--- src/rtl/burst_read_pkg.sv ---
package burst_read_pkg;

    localparam int RCW     = 16;
    localparam int LCW     = 3;
    localparam int LAT_MAX = 5;

    localparam int BIT_ASYNC  = 15;
    localparam int BIT_LAT_HI = 13;
    localparam int BIT_LAT_LO = 11;
    localparam int BIT_WPOL   = 10;
    localparam int BIT_HOLD   = 9;
    localparam int BIT_LEAD   = 8;
    localparam int BIT_RISE   = 6;
    localparam int BIT_NOWRAP = 3;

    typedef enum logic [1:0] {
        ST_IDLE = 2'd0,
        ST_LAT  = 2'd1,
        ST_DATA = 2'd2
    } brst_state_e;

    typedef struct packed {
        logic       hold2;
        logic       lead;
        logic       nowrap;
        logic [2:0] len_code;
    } burst_cfg_t;

    function automatic logic [LCW-1:0] decode_latency(input logic [LCW-1:0] code);
        logic [LCW-1:0] clks;
        case (code)
            3'b010:  clks = 3'd2;
            3'b011:  clks = 3'd3;
            3'b100:  clks = 3'd4;
            3'b101:  clks = 3'd5;
            default: clks = LCW'(LAT_MAX);
        endcase
        return clks;
    endfunction

    function automatic burst_cfg_t pick_cfg(input logic [RCW-1:0] w);
        burst_cfg_t c;
        c.hold2    = w[BIT_HOLD];
        c.lead     = w[BIT_LEAD];
        c.nowrap   = w[BIT_NOWRAP];
        c.len_code = w[2:0];
        return c;
    endfunction

endpackage

--- src/rtl/burst_addr_gen.sv ---
module burst_addr_gen #(
    parameter int AW = 16
) (
    input  logic [AW-1:0] cur,
    input  logic [2:0]    len_code,
    input  logic          nowrap,
    output logic [AW-1:0] nxt
);
    localparam int NLEN = 3;

    logic [AW-1:0] inc;
    logic [AW-1:0] masks [NLEN];

    generate
        for (genvar g = 0; g < NLEN; g++) begin : g_mask
            assign masks[g] = AW'((1 << (g + 2)) - 1);
        end
    endgenerate

    always_comb begin
        inc = cur + AW'(1);
        nxt = inc;
        if (!nowrap) begin
            case (len_code)
                3'b001:  nxt = (cur & ~masks[0]) | (inc & masks[0]);
                3'b010:  nxt = (cur & ~masks[1]) | (inc & masks[1]);
                3'b011:  nxt = (cur & ~masks[2]) | (inc & masks[2]);
                default: nxt = inc;
            endcase
        end
    end
endmodule

--- src/rtl/burst_fsm.sv ---
module burst_fsm
    import burst_read_pkg::*;
(
    input  logic             clk,
    input  logic             rst_n,
    input  logic             ce_n,
    input  logic             adv_n,
    input  logic             sync_en,
    input  logic [LCW-1:0]   lat_code,
    input  burst_cfg_t       cfg_in,
    output brst_state_e      state,
    output burst_cfg_t       cfg_q,
    output logic             load,
    output logic             step,
    output logic             wait_act,
    output logic             data_on
);
    brst_state_e    state_n;
    logic           adv_prev;
    logic [LCW-1:0] lat_cnt;
    logic           hold_ph;
    logic           capture;

    assign capture = !ce_n && !adv_prev && adv_n && sync_en;

    // state register
    always_ff @(posedge clk or negedge rst_n) begin
        if (!rst_n) state <= ST_IDLE;
        else        state <= state_n;
    end

    // next state
    always_comb begin
        state_n = state;
        if (ce_n) begin
            state_n = ST_IDLE;
        end else begin
            unique case (state)
                ST_IDLE: if (capture) state_n = ST_LAT;
                ST_LAT: begin
                    if (capture)                 state_n = ST_LAT;
                    else if (lat_cnt == LCW'(1)) state_n = ST_DATA;
                end
                ST_DATA: if (capture) state_n = ST_LAT;
                default: state_n = ST_IDLE;
            endcase
        end
    end

    // counters and captured configuration
    always_ff @(posedge clk or negedge rst_n) begin
        if (!rst_n) begin
            adv_prev <= 1'b1;
            lat_cnt  <= '0;
            hold_ph  <= 1'b0;
            cfg_q    <= '0;
        end else begin
            adv_prev <= adv_n;
            if (capture) begin
                cfg_q   <= cfg_in;
                lat_cnt <= decode_latency(lat_code);
                hold_ph <= 1'b0;
            end else if (state == ST_LAT) begin
                lat_cnt <= lat_cnt - LCW'(1);
                hold_ph <= 1'b0;
            end else if (step) begin
                hold_ph <= 1'b0;
            end else if (state == ST_DATA) begin
                hold_ph <= 1'b1;
            end
        end
    end

    // outputs
    always_comb begin
        load     = capture;
        data_on  = (state == ST_DATA);
        step     = (state == ST_DATA) && (!cfg_q.hold2 || hold_ph);
        wait_act = (state == ST_LAT) && !(cfg_q.lead && lat_cnt == LCW'(1));
    end
endmodule

--- src/rtl/burst_out_stage.sv ---
module burst_out_stage #(
    parameter int DW = 16
) (
    input  logic          clk,
    input  logic          rst_n,
    input  logic          rise_mode,
    input  logic          async_mode,
    input  logic          wait_pol,
    input  logic          ce_n,
    input  logic          oe_n,
    input  logic [DW-1:0] core_data,
    input  logic [DW-1:0] async_data,
    input  logic          core_wait,
    output logic [DW-1:0] dq,
    output logic          dq_oe,
    output logic          wait_o,
    output logic          wait_oe
);
    logic [DW-1:0] data_fall;
    logic          wait_fall;
    logic          wait_sel;

    always_ff @(negedge clk or negedge rst_n) begin
        if (!rst_n) begin
            data_fall <= '0;
            wait_fall <= 1'b0;
        end else begin
            data_fall <= core_data;
            wait_fall <= core_wait;
        end
    end

    always_comb begin
        if (async_mode) begin
            dq       = async_data;
            wait_sel = 1'b0;
        end else if (rise_mode) begin
            dq       = core_data;
            wait_sel = core_wait;
        end else begin
            dq       = data_fall;
            wait_sel = wait_fall;
        end
        wait_o  = wait_sel ? wait_pol : !wait_pol;
        dq_oe   = !ce_n && !oe_n;
        wait_oe = !ce_n;
    end
endmodule

--- src/rtl/burst_read_seq.sv ---
module burst_read_seq
    import burst_read_pkg::*;
#(
    parameter int AW = 16,
    parameter int DW = 16
) (
    input  logic           clk,
    input  logic           rst_n,
    input  logic           ce_n,
    input  logic           adv_n,
    input  logic           oe_n,
    input  logic [RCW-1:0] rcfg,
    input  logic [AW-1:0]  addr_in,
    output logic [AW-1:0]  fetch_addr,
    input  logic [DW-1:0]  fetch_data,
    output logic [DW-1:0]  dq,
    output logic           dq_oe,
    output logic           wait_o,
    output logic           wait_oe
);
    brst_state_e   st;
    burst_cfg_t    cfg_live;
    burst_cfg_t    cfg_q;
    logic          load;
    logic          step;
    logic          core_wait;
    logic          data_on;
    logic          async_mode;
    logic [AW-1:0] baddr;
    logic [AW-1:0] baddr_nxt;
    logic [DW-1:0] core_data;
    logic          unused_cfg_bits;

    assign async_mode      = rcfg[BIT_ASYNC];
    assign cfg_live        = pick_cfg(rcfg);
    assign unused_cfg_bits = ^{rcfg[14], rcfg[7], rcfg[5:4]};

    burst_fsm u_fsm (
        .clk      (clk),
        .rst_n    (rst_n),
        .ce_n     (ce_n),
        .adv_n    (adv_n),
        .sync_en  (!async_mode),
        .lat_code (rcfg[BIT_LAT_HI:BIT_LAT_LO]),
        .cfg_in   (cfg_live),
        .state    (st),
        .cfg_q    (cfg_q),
        .load     (load),
        .step     (step),
        .wait_act (core_wait),
        .data_on  (data_on)
    );

    burst_addr_gen #(.AW(AW)) u_agen (
        .cur      (baddr),
        .len_code (cfg_q.len_code),
        .nowrap   (cfg_q.nowrap),
        .nxt      (baddr_nxt)
    );

    always_ff @(posedge clk or negedge rst_n) begin
        if (!rst_n)    baddr <= '0;
        else if (load) baddr <= addr_in;
        else if (step) baddr <= baddr_nxt;
    end

    assign fetch_addr = async_mode ? addr_in : baddr;
    assign core_data  = data_on ? fetch_data : '0;

    burst_out_stage #(.DW(DW)) u_out (
        .clk        (clk),
        .rst_n      (rst_n),
        .rise_mode  (rcfg[BIT_RISE]),
        .async_mode (async_mode),
        .wait_pol   (rcfg[BIT_WPOL]),
        .ce_n       (ce_n),
        .oe_n       (oe_n),
        .core_data  (core_data),
        .async_data (fetch_data),
        .core_wait  (core_wait),
        .dq         (dq),
        .dq_oe      (dq_oe),
        .wait_o     (wait_o),
        .wait_oe    (wait_oe)
    );
endmodule

--- config.mk ---
export PLATFORM = sky130hd
export DESIGN_NAME = burst_read_seq
export DESIGN_NICKNAME = d
export VERILOG_FILES = /design/src/rtl/burst_read_pkg.sv /design/src/rtl/burst_addr_gen.sv /design/src/rtl/burst_fsm.sv /design/src/rtl/burst_out_stage.sv /design/src/rtl/burst_read_seq.sv
export SDC_FILE = /design/constraint.sdc
export NUM_CORES = 1
export LEC_CHECK = 0
export BUFFER_PORTS_ARGS = -buffer_cell sky130_fd_sc_hd__buf_2
export CAP_MARGIN = 10
export CELL_PAD_IN_SITES_DETAIL_PLACEMENT = 1
export CELL_PAD_IN_SITES_GLOBAL_PLACEMENT = 1
export CORE_UTILIZATION = 37
export DETAILED_ROUTE_END_ITERATION = 16
export HOLD_SLACK_MARGIN = 0.05
export PLACE_DENSITY = 0.76
export SKIP_CTS_REPAIR_TIMING = 1
export SYNTH_ARGS = -nofsm -noshare
export SYNTH_HDL_FRONTEND = slang
export SYNTH_SLANG_ARGS = --single-unit
--- constraint.sdc ---
create_clock -name clk -period 2.18 [get_ports clk]
set_input_delay 0.654 -clock clk [delete_from_list [all_inputs] [get_ports clk]]
set_output_delay 0.654 -clock clk [all_outputs]
set_load 0.005 [all_outputs]
== Word level (Yosys, flattened, before mapping) ==
Index checks and enable logic that the tools add are counted.

* Register bits after elaboration: 46
* Logic and storage cells: 71
* Output and inout port bits: 35

* Equality and inequality tests: 11
* Reductions and logical operators: 21
* Mux-type cells: 23
* Bitwise logic cells: 3
* Add/subtract/negate cells: 2

{| class="wikitable"
|+ Operators by type and width
! cell !! count
|-
| two-way mux 16 bit || 7
|-
| one-hot mux 16 bit (3 select lines) || 1
|-
| adder 16 x 1 -> 16 bit, second input constant || 1
|-
| OR 16 x 2 -> 16 bit || 1
|-
| OR 16 x 3 -> 16 bit || 1
|-
| OR 16 x 4 -> 16 bit || 1
|-
| equality test 3 x 2 -> 1 bit, second input constant || 4
|-
| one-hot mux 3 bit (3 select lines) || 1
|-
| two-way mux 2 bit || 4
|-
| logical AND 1 bit || 7
|-
| logical NOT 1 bit || 7
|-
| two-way mux 1 bit || 7
|-
| equality test 3 x 1 -> 1 bit, second input constant || 2
|-
| two-way mux 3 bit || 2
|-
| != test 4 x 3 -> 1 bit, second input constant || 1
|-
| one-hot mux 2 bit (2 select lines) || 1
|-
| nonzero test 2 bit || 2
|-
| nonzero test 4 bit || 1
|-
| equality test 3 bit, second input constant || 1
|-
| != test 3 x 1 -> 1 bit, second input constant || 1
|-
| subtractor 3 x 1 -> 3 bit, second input constant || 1
|-
| equality test 2 x 1 -> 1 bit, second input constant || 1
|-
| equality test 2 bit, second input constant || 1
|-
| logical NOT 2 bit || 1
|-
| other kinds (3) || 3
|}

== Logic depth before layout (Yosys ltp) ==
* Depth after elaboration: 7
* Gate-level depth with buffers: 7
* Depth with buffers taken out: 7

== Modules after synthesis ==
From an unflattened synthesis, not the netlist that was laid out.

* Cell total of the unflattened synthesis: 288
* Area total of the unflattened synthesis: 2921.6 um^2

{| class="wikitable"
|+ Modules (own cells, without submodules)
! module !! instances !! cells an instance !! area an instance (um^2)
|-
| burst_read_seq || 1 || 105 || 1098.6
|-
| burst_out_stage || 1 || 75 || 800.8
|-
| burst_fsm || 1 || 62 || 688.2
|-
| burst_addr_gen || 1 || 46 || 334.1
|}

==> flow_summary.yaml <==
job:
  cap_violations: 0
setup_path:
  crit_type: "flop to primary output"
  crit_fanout: 1
  cp_data_required_time_ns: 1.53
  r2r_end: "u_out.data_fall[1]"
  r2r_cells: 3
  crit_path_end_kind: "primary output"
  cp-endpoint: "wait_o"
  start_kind: "flop"
  rr_startpoint: "u_fsm.state[0]"
  crit_path_start: "u_out.wait_fall"
  worstPathArrival_ns: 2.29
  reg2reg_slack_ns: 0.04
power_and_ir_drop:
  switching_share: 0.302
  cellPowerDensity_mw_per_mm2: 685
  intPower_mw: 1.56
  ir_drop_mv: 0.345
  totalPowerFinal_mw: 2.23
  leakagePower_nw: 1.59
  power.switching_mw: 0.674
  pwr-share-comb: 0.253
  pwr-share-clk: 0.259
  power_frac_seq: 0.487
placement:
  dpl_cell_area_mm2: 0.00315
  dp_hpwl_um: 4830
  portBuffers: 83
  globalplace.congestion: 0.739
timing:
  slew_violations: 0
  rsz0062_at_grt: "true"
  finalWorstSetupSlack_ns: -0.765
  relSlewSlack: 0.588
  hold_ws_ns: 0.469
  hold_viol: 0
  setup_tns_ns: -8.92
  setup_viol: 17
  worst_slew_pin_slew_ns: 0.617
  final.setup_skew_ns: 0.00603
floorplanning:
  fp.coreArea_mm2: 0.00653
  die_w_um: 85.2
  placementRows: 29
  pin_count: 88
  die_area_mm2: 0.00726
  dieHeight_um: 85.2
  start_util: 0.392
logic_synthesis:
  synth_cells: 256
  netlist_area_mm2: 0.00256
  synth_fp_nets: 316
  synth_enable_flop_cells: 0
  ys_types: 43
  synthFlopType: "dfrtp_1"
  avgSynthCellArea_um2: 10.0
  yosysSeqAreaShare: 0.450
  synthArstFlopShare: 1.00
  yosysWarnings: 0
  ys_ff_latch: 46
detailed_routing:
  wl_met1_um: 2840
  route.met3.wl_um: 307
  dr.pass1.iters: 4
  drc: 0
  wirelength_um: 6200
  antenna_left: 0
  vias: 2196
  drt_iter0_drc: 39
  met2WireLength_um: 2990
  routed.top_layer: "met4"
  wl_per_cell_um: 14.6
  avgViaCountPerCell: 5.17
grt:
  grt_pass1_wl_um: 10900
  gr-total-overflow: 0
  grtUsageTotal: 0.187
  first_global_vias: 2254
  grt_max_degree: 22
  antenna_found_initial: 0
cells_and_area:
  layout_common_cells: "83 x buf_2, 39 x nand2_1, 28 x dfrtp_1"
  area_delta_synth_final_pct: 27.2
  nNetsFinal: 407
  fin_util: 0.499
  design_area_mm2: 0.00326
  drive_above_1_share: 0.379
  fillers: 787
  diodes: 0
  layout_commonest_cell: "buf_2"
min_path:
  hp-class: "input pin to flop"
clock_network:
  cts_made_buffers: 5
  clk_pin_slew_worst_paths_ns: 0.08
  h-tree-depth: 2
  clock_latency_ns: 0.30
  cts-root-buf: "clkbuf_8"
  cts_buffer_depth: 2
  cts.sinks: 46
  cts_tree: "built"
status:
  violations: "negative setup slack"
  status: "complete, but fails checks"
-- worst min path at each step --
stage | slack [ns] | from | to | cells past startpoint
2_1_floorplan | 0.36 | rst_n | baddr[0] | 0
3_3_place_gp | 0.46 | u_fsm.cfg_q[4] | u_fsm.cfg_q[4] | 2
3_5_place_dp | 0.46 | u_fsm.cfg_q[4] | u_fsm.cfg_q[4] | 2
4_1_cts | 0.46 | adv_n | u_fsm.adv_prev | 1
5_1_grt | 0.46 | adv_n | u_fsm.adv_prev | 1
6_report | 0.47 | adv_n | u_fsm.adv_prev | 1
-- cells by family (layout without fill, tap and decap cells) --
logic type | Yosys count | after routing | share of synthesized area
multiplexers | 18 | 18 | 0.0777
buffers and inverters | 21 | 113 | 0.0322
AO/OA/AOI/OAI | 50 | 50 | 0.139
XOR/XNOR | 20 | 20 | 0.0684
AND/OR/NAND/NOR | 94 | 94 | 0.199
flip-flops | 46 | 46 | 0.450
adder cells (fa/ha/maj) | 7 | 7 | 0.0342
-- area by class of cell --
class / instances / area, um^2 / area share
clock buffer: 8 / 101 / 0.0311
inverter: 8 / 30.0 / 0.00922
multi-input combinational: 189 / 1350 / 0.414
sequential: 46 / 1150 / 0.354
tap: 77 / 96.3 / 0.0296
timing repair buffer: 97 / 528 / 0.162
-- worst max-delay path: stages (launching register included) --
cell	delay, ns
dfrtn_1	0.38
mux2i_1	0.06
nor2_1	0.20
xnor2_1	0.14
buf_2	0.12
-- per-layer routing --
metal | global-route usage | vias to the layer above
met5 | 0 | -
met4 | 0.0478 | 0
met3 | 0.0399 | 8
met2 | 0.315 | 71
met1 | 0.246 | 1050
li1 | - | 1067
-- state kept, by name, summed over array words and instances (netlist names) --
signal and flops:
u_fsm.state 2, u_out.data_fall 16, u_fsm.lat_cnt 3, u_fsm.adv_prev 1
u_fsm.hold_ph 1, u_out.wait_fall 1, u_fsm.cfg_q 6, baddr 16
-- stage by stage --
stage	cells	setup WS (ns)
floorplan	256	-0.228
global placement	417	-0.425
detailed placement	417	-0.446
CTS	425	-0.776
global route	425	-0.810
finish	425	-0.765
-- power groups by stage --
| stage | sequential (mW) | combinational [mW] | clock [mW] |
|---|---|---|---|
| after floorplan | 1.07 | 0.343 | 0 |
| after global placement | 1.09 | 0.544 | 0 |
| after detailed placement | 1.11 | 0.567 | 0 |
| after CTS | 1.09 | 0.573 | 0.600 |
| after global routing | 1.11 | 0.645 | 0.634 |
| final | 1.09 | 0.566 | 0.579 |
-- synthesized netlist by cell type, drive strengths merged, types with 7 or more instances --
| master | n | area, um^2 |
|---|---|---|
| dfrtn | 17 | 425 |
| xor2 | 8 | 70.1 |
| and2 | 17 | 108 |
| a22o | 16 | 140 |
| mux2 | 15 | 169 |
| inv | 8 | 30.0 |
| xnor2 | 12 | 105 |
| ha | 7 | 87.6 |
| o21ai | 18 | 90.1 |
| a21oi | 7 | 35.0 |
| dfrtp | 28 | 701 |
| clkbuf | 10 | 37.5 |
| nand2 | 39 | 146 |
| nor2 | 12 | 47.6 |
Note: power is estimated with default switching activity, not from simulation.
